[src/rtl/i2c_row_target.sv]
module i2c_row_target #(
  parameter logic [3:0] DEV_PREFIX = 4'b1010,
  parameter int ROW_BITS = 3
) (
  input  logic       clk,
  input  logic       rst_n,
  input  logic       scl_i,
  input  logic       sda_i,
  output logic       sda_pull_o,
  input  logic [2:0] addr_sel_i,
  output logic [7:0] mem_addr_o,
  output logic [7:0] mem_wdata_o,
  output logic       mem_we_o,
  input  logic [7:0] mem_rdata_i
);

  typedef enum logic [2:0] {S_IDLE, S_DEV, S_MADDR, S_WDATA, S_RDATA, S_SKIP} state_t;

  logic [2:0] scl_q, sda_q;
  state_t     state;
  logic [3:0] cnt;
  logic [7:0] sr, ptr;
  logic       rd, ack_m, pull, we;

  always_ff @(posedge clk or negedge rst_n)
    if (!rst_n) begin
      scl_q <= 3'b111;
      sda_q <= 3'b111;
    end else begin
      scl_q <= {scl_q[1:0], scl_i};
      sda_q <= {sda_q[1:0], sda_i};
    end

  wire scl_rise = scl_q[1] & ~scl_q[2];
  wire scl_fall = ~scl_q[1] & scl_q[2];
  wire start_c  = scl_q[1] & scl_q[2] & sda_q[2] & ~sda_q[1];
  wire stop_c   = scl_q[1] & scl_q[2] & ~sda_q[2] & sda_q[1];
  wire bit_in   = sda_q[1];

  assign sda_pull_o  = pull;
  assign mem_addr_o  = ptr;
  assign mem_wdata_o = sr;
  assign mem_we_o    = we;

  always_ff @(posedge clk or negedge rst_n)
    if (!rst_n) begin
      state <= S_IDLE;
      cnt   <= '0;
      sr    <= '0;
      ptr   <= '0;
      rd    <= 1'b0;
      ack_m <= 1'b0;
      pull  <= 1'b0;
      we    <= 1'b0;
    end else begin
      we <= 1'b0;
      if (start_c) begin
        state <= S_DEV;
        cnt   <= '0;
        pull  <= 1'b0;
      end else if (stop_c) begin
        state <= S_IDLE;
        cnt   <= '0;
        pull  <= 1'b0;
      end else begin
        case (state)
          S_DEV, S_MADDR, S_WDATA: begin
            if (scl_rise && cnt < 4'd8) begin
              sr  <= {sr[6:0], bit_in};
              cnt <= cnt + 4'd1;
            end else if (scl_fall && cnt == 4'd8) begin
              cnt <= 4'd9;
              case (state)
                S_DEV:
                  if (sr[7:1] == {DEV_PREFIX, addr_sel_i}) begin
                    pull <= 1'b1;
                    rd   <= sr[0];
                  end else begin
                    state <= S_SKIP;
                  end
                S_MADDR: begin
                  ptr  <= sr;
                  pull <= 1'b1;
                end
                default: begin
                  we   <= 1'b1;
                  pull <= 1'b1;
                end
              endcase
            end else if (scl_fall && cnt == 4'd9) begin
              pull <= 1'b0;
              cnt  <= '0;
              case (state)
                S_DEV:
                  if (rd) begin
                    state <= S_RDATA;
                    sr    <= mem_rdata_i;
                    pull  <= ~mem_rdata_i[7];
                  end else begin
                    state <= S_MADDR;
                  end
                S_MADDR: state <= S_WDATA;
                default: ptr <= {ptr[7:ROW_BITS], ptr[ROW_BITS-1:0] + 1'b1};
              endcase
            end
          end
          S_RDATA: begin
            if (scl_rise && cnt < 4'd8) begin
              cnt <= cnt + 4'd1;
            end else if (scl_rise && cnt == 4'd8) begin
              cnt   <= 4'd9;
              ack_m <= ~bit_in;
              ptr   <= ptr + 8'd1;
            end else if (scl_fall && cnt >= 4'd1 && cnt <= 4'd7) begin
              sr   <= {sr[6:0], 1'b0};
              pull <= ~sr[6];
            end else if (scl_fall && cnt == 4'd8) begin
              pull <= 1'b0;
            end else if (scl_fall && cnt == 4'd9) begin
              cnt <= '0;
              if (ack_m) begin
                sr   <= mem_rdata_i;
                pull <= ~mem_rdata_i[7];
              end else begin
                state <= S_SKIP;
              end
            end
          end
          default: ;
        endcase
      end
    end

  AST_QUIET_WHEN_UNADDRESSED: assert property (@(posedge clk) disable iff (!rst_n)
    (state == S_IDLE || state == S_SKIP) |-> !sda_pull_o);
  AST_STROBE_SINGLE: assert property (@(posedge clk) disable iff (!rst_n)
    mem_we_o |=> !mem_we_o);
  AST_ROW_FIXED: assert property (@(posedge clk) disable iff (!rst_n)
    (state == S_WDATA && $past(state) == S_WDATA) |-> ptr[7:ROW_BITS] == $past(ptr[7:ROW_BITS]));
  AST_SDA_STEADY_SCL_HIGH: assert property (@(posedge clk) disable iff (!rst_n)
    (scl_q[1] && scl_q[2] && !start_c && !stop_c) |=> $stable(sda_pull_o));
  AST_STROBE_NEEDS_SCL_LOW: assert property (@(posedge clk) disable iff (!rst_n)
    mem_we_o |-> !scl_q[2]);

endmodule

[config.mk]
export PLATFORM = sky130hd
export DESIGN_NAME = i2c_row_target
export DESIGN_NICKNAME = d
export VERILOG_FILES = /design/src/rtl/i2c_row_target.sv
export SDC_FILE = /design/constraint.sdc
export NUM_CORES = 1
export LEC_CHECK = 0
export ABC_AREA = 1
export BUFFER_PORTS_ARGS = -buffer_cell sky130_fd_sc_hd__clkbuf_2
export CAP_MARGIN = 20
export CORE_MARGIN = 1.5
export CORE_UTILIZATION = 30
export DETAILED_ROUTE_END_ITERATION = 12
export MAX_ROUTING_LAYER = met4
export PLACE_DENSITY = 0.53
export SYNTH_ARGS = -nofsm -noshare
export SYNTH_HDL_FRONTEND = slang
export SYNTH_SLANG_ARGS = --single-unit
[constraint.sdc]
create_clock -name clk -period 2 [get_ports clk]
set_clock_uncertainty 0.2 [all_clocks]
set_input_delay 0.2 -clock clk [delete_from_list [all_inputs] [get_ports clk]]
set_output_delay 0.2 -clock clk [all_outputs]
set_load 0.005 [all_outputs]
==> results.toml <==
[yosys]
avgSynthCellArea_um2 = 6.99
yosysSeqAreaShare = 0.348
synth_cells = 343
synthDistinctLibCells = 33
syn_area_um2 = 2400
synth_warnings = 0
synth-main-ff-cell = "dfrtp_1"
syn-num-nets = 363
synth-seq-cells = 33
async_reset_ff_frac = 1.00
synth_edf_count = 0

[clock_network]
htreeDepth = 2
cts_buffer_depth = 2
clkTransAtPathRegs_ps = 70
clock_sinks = 33
numCtsBuffers = 5
cts-root-buf = "clkbuf_8"
cts_tree = "yes"
clk_latency_ps = 290

[placed_design]
place_congestion = 0.955
dp_hpwl_um = 5090
placed_area_um2 = 2840
port_buffers = 32

[critical_path]
r2r_end = "cnt[1]"
critical_path_peak_fanout = 9
worst_setup_path_start_kind = "flop"
r2r_setup_slack_ps = 90
worstReg2RegStart = "cnt[0]"
r2r_cells = 10
cp.required_ps = 2010
crit_path_end_kind = "flop"
crit_arrival_ps = 1920
critPathKind = "reg -> reg"

[sta]
max_freq_ghz = 0.522
maxSlewViolCount = 0
finalCriticalPeriod_ps = 1910
rsz0062_at_grt = "true"
slew_headroom = 0.695
finalSetupViolCount = 0
finalCritPeriodShare = 0.957
worst_slew_pin_slew_ps = 457
hold_viol = 0

[cells_and_area]
drive_gt1_frac = 0.319
final_net_count = 427
design_area_um2 = 3110
num-fill-cells = 806
syn_to_final_growth_pct = 29.9
fin_util = 0.403
n_antenna_cell = 0

[power]
p_seq_frac = 0.270
internal_power_uw = 2230
vdd.ir_drop.worst_mv = 0.399
power.switching_uw = 2050
clock_power_share = 0.131
power_per_cell_area_nw_per_um2 = 1370
p_comb_frac = 0.599
power.leakage_uw = 0.00159
finalPower_uw = 4280
swShare = 0.479

[global_routing]
grtUsageTotal = 0.169
antenna_found_initial = 0
grt_pass1_wl_um = 11200
grt_overflow_total = 0
grt_max_degree = 18
grt_pass1_vias = 2364

[run]
maxCapViolations = 0

[floorplan]
rows = 32
die_height_um = 92.4
core_um2 = 7730
start_util = 0.310
die_w_um = 92.4
io_pins = 33
dieArea_um2 = 8540

[drt]
via_count = 2411
wl_per_cell_um = 12.9
via_per_inst = 4.73
ant_nets = 0
drc = 0
firstDrtPassIters = 5
first_iter_violations = 111
drt_wl_total_um = 6590

[worst_hold_path]
min_path_type = "in -> reg"
min_to = "mem_wdata_o[5]"
holdCritStartpoint = "mem_rdata_i[5]"
min_delay_path_depth = 5

[status]
outcome = "complete, no violations"
[critical path, cell delays in order (launching register included)]
cell and delay [ps]:
dfrtp_1 430, inv_2 120, ha_4 160, nand3_4 130, nor2_8 160, inv_4 90, o21ai_4 230, nor2_4 60
inv_2 110, nand2_1 60, o21ai_1 70
[state kept, by name, indices dropped and copies added (netlist names)]
signal / flops
state: 3
cnt: 4
sda_pull_o: 1
mem_wdata_o: 8
scl_q: 3
ack_m: 1
mem_addr_o: 8
rd: 1
sda_q: 3
mem_we_o: 1
[final cells by class]
class                           instances  area, um^2  share of cell area
Tap cell                              102         128              0.0410
Multi-Input combinational cell        263        1490               0.478
Clock buffer                            7        96.3              0.0309
Clock inverter                          1        5.00             0.00161
Timing Repair Buffer                   61         398               0.128
Inverter                               43         164              0.0526
Sequential cell                        33         835               0.268
[what timing repair did]
item,CTS,global route
gates resized for setup,3,31
endpoints found under the hold margin,12,0
endpoints found under the setup margin,4,24
buffers inserted,1,3
hold buffers,3,0
pin swaps,1,4
[stage by stage]
step	setup TNS (ps)	setup WS [ps]	hold slack [ps]	std cells
detailed placement	-22.7	-17.8	-24.5	495
CTS	0	13.7	76.0	507
finish	0	85.6	71.4	510
global route	-246	-35.0	91.5	510
floorplan	0	144	-296	343
global placement	0	11.1	-26.6	495
[cells by family (layout without fill, tap and decap cells)]
logic type                 Yosys count  in the layout  share of synthesized area
AOI/OAI and AO/OA                   54             54                      0.142
adders and majority gates            5              5                     0.0261
and+or+nand+nor                    202            202                      0.398
buffers and inverters               47            112                     0.0793
DFF                                 33             33                      0.348
xor gates and xnor gates             2              2                    0.00731
[Yosys cell counts (2+ instances only)]
cell | number | area (um^2)
o21ai_2 | 2 | 17.5
o22ai_1 | 2 | 12.5
o21ai_4 | 2 | 32.5
xnor2_1 | 2 | 17.5
dfstp_2 | 6 | 158
nor2_1 | 30 | 113
dfrtp_1 | 27 | 676
o21ai_0 | 18 | 90.1
o21a_1 | 2 | 15.0
a21oi_1 | 7 | 35.0
nor3_1 | 2 | 10.0
buf_2 | 3 | 15.0
nor2_4 | 3 | 33.8
o211ai_1 | 11 | 82.6
nand2_4 | 2 | 22.5
ha_1 | 5 | 62.6
nand2_2 | 6 | 37.5
nand2_1 | 109 | 409
nand4_1 | 3 | 18.8
inv_2 | 8 | 30.0
inv_1 | 34 | 128
o21ai_1 | 8 | 40.0
nand3_1 | 33 | 165
nand3_2 | 4 | 40.0
nor2_2 | 6 | 37.5
[metal layers]
metal  vias up  track usage  wire [um]
li1       1247            -          -
met1      1088        0.214       3060
met2        67        0.280       3140
met3         9       0.0263        304
met4         0       0.0474         84
met5         -            -          0
[how the worst max path moves through the flow]
stage                       from             to  slack (ps)  depth (start not counted)
after CTS                 cnt[0]       state[0]          10                         11
final                     cnt[0]         cnt[1]          90                         10
after global routing      cnt[1]     sda_pull_o         -40                         12
after detailed placement  cnt[0]  mem_addr_o[5]         -20                          8
after global placement    cnt[0]  mem_addr_o[5]          10                          8
after floorplan           cnt[0]  mem_addr_o[5]         140                          8
[power groups by stage]
stage          Clock, uW  Sequential, uW  Combinational, uW
5_1_grt              615            1190               2900
3_5_place_dp           0            1160               2320
3_3_place_gp           0            1150               2300
4_1_cts              582            1150               2340
2_1_floorplan          0            1110               1610
6_report             562            1160               2560
[placed cells by master (no fill, tap or decap), types with 6 or more instances in the layout]
cell	instances
a21oi_1	7
buf_4	25
clkbuf_2	32
clkbuf_8	7
dfrtp_1	26
dfstp_2	6
inv_1	29
inv_2	13
nand2_1	102
nand2_2	12
nand3_1	32
nor2_1	27
nor2_4	9
o211ai_1	11
o21ai_0	16
o21ai_1	9
Power figures use the tool's default switching activity.
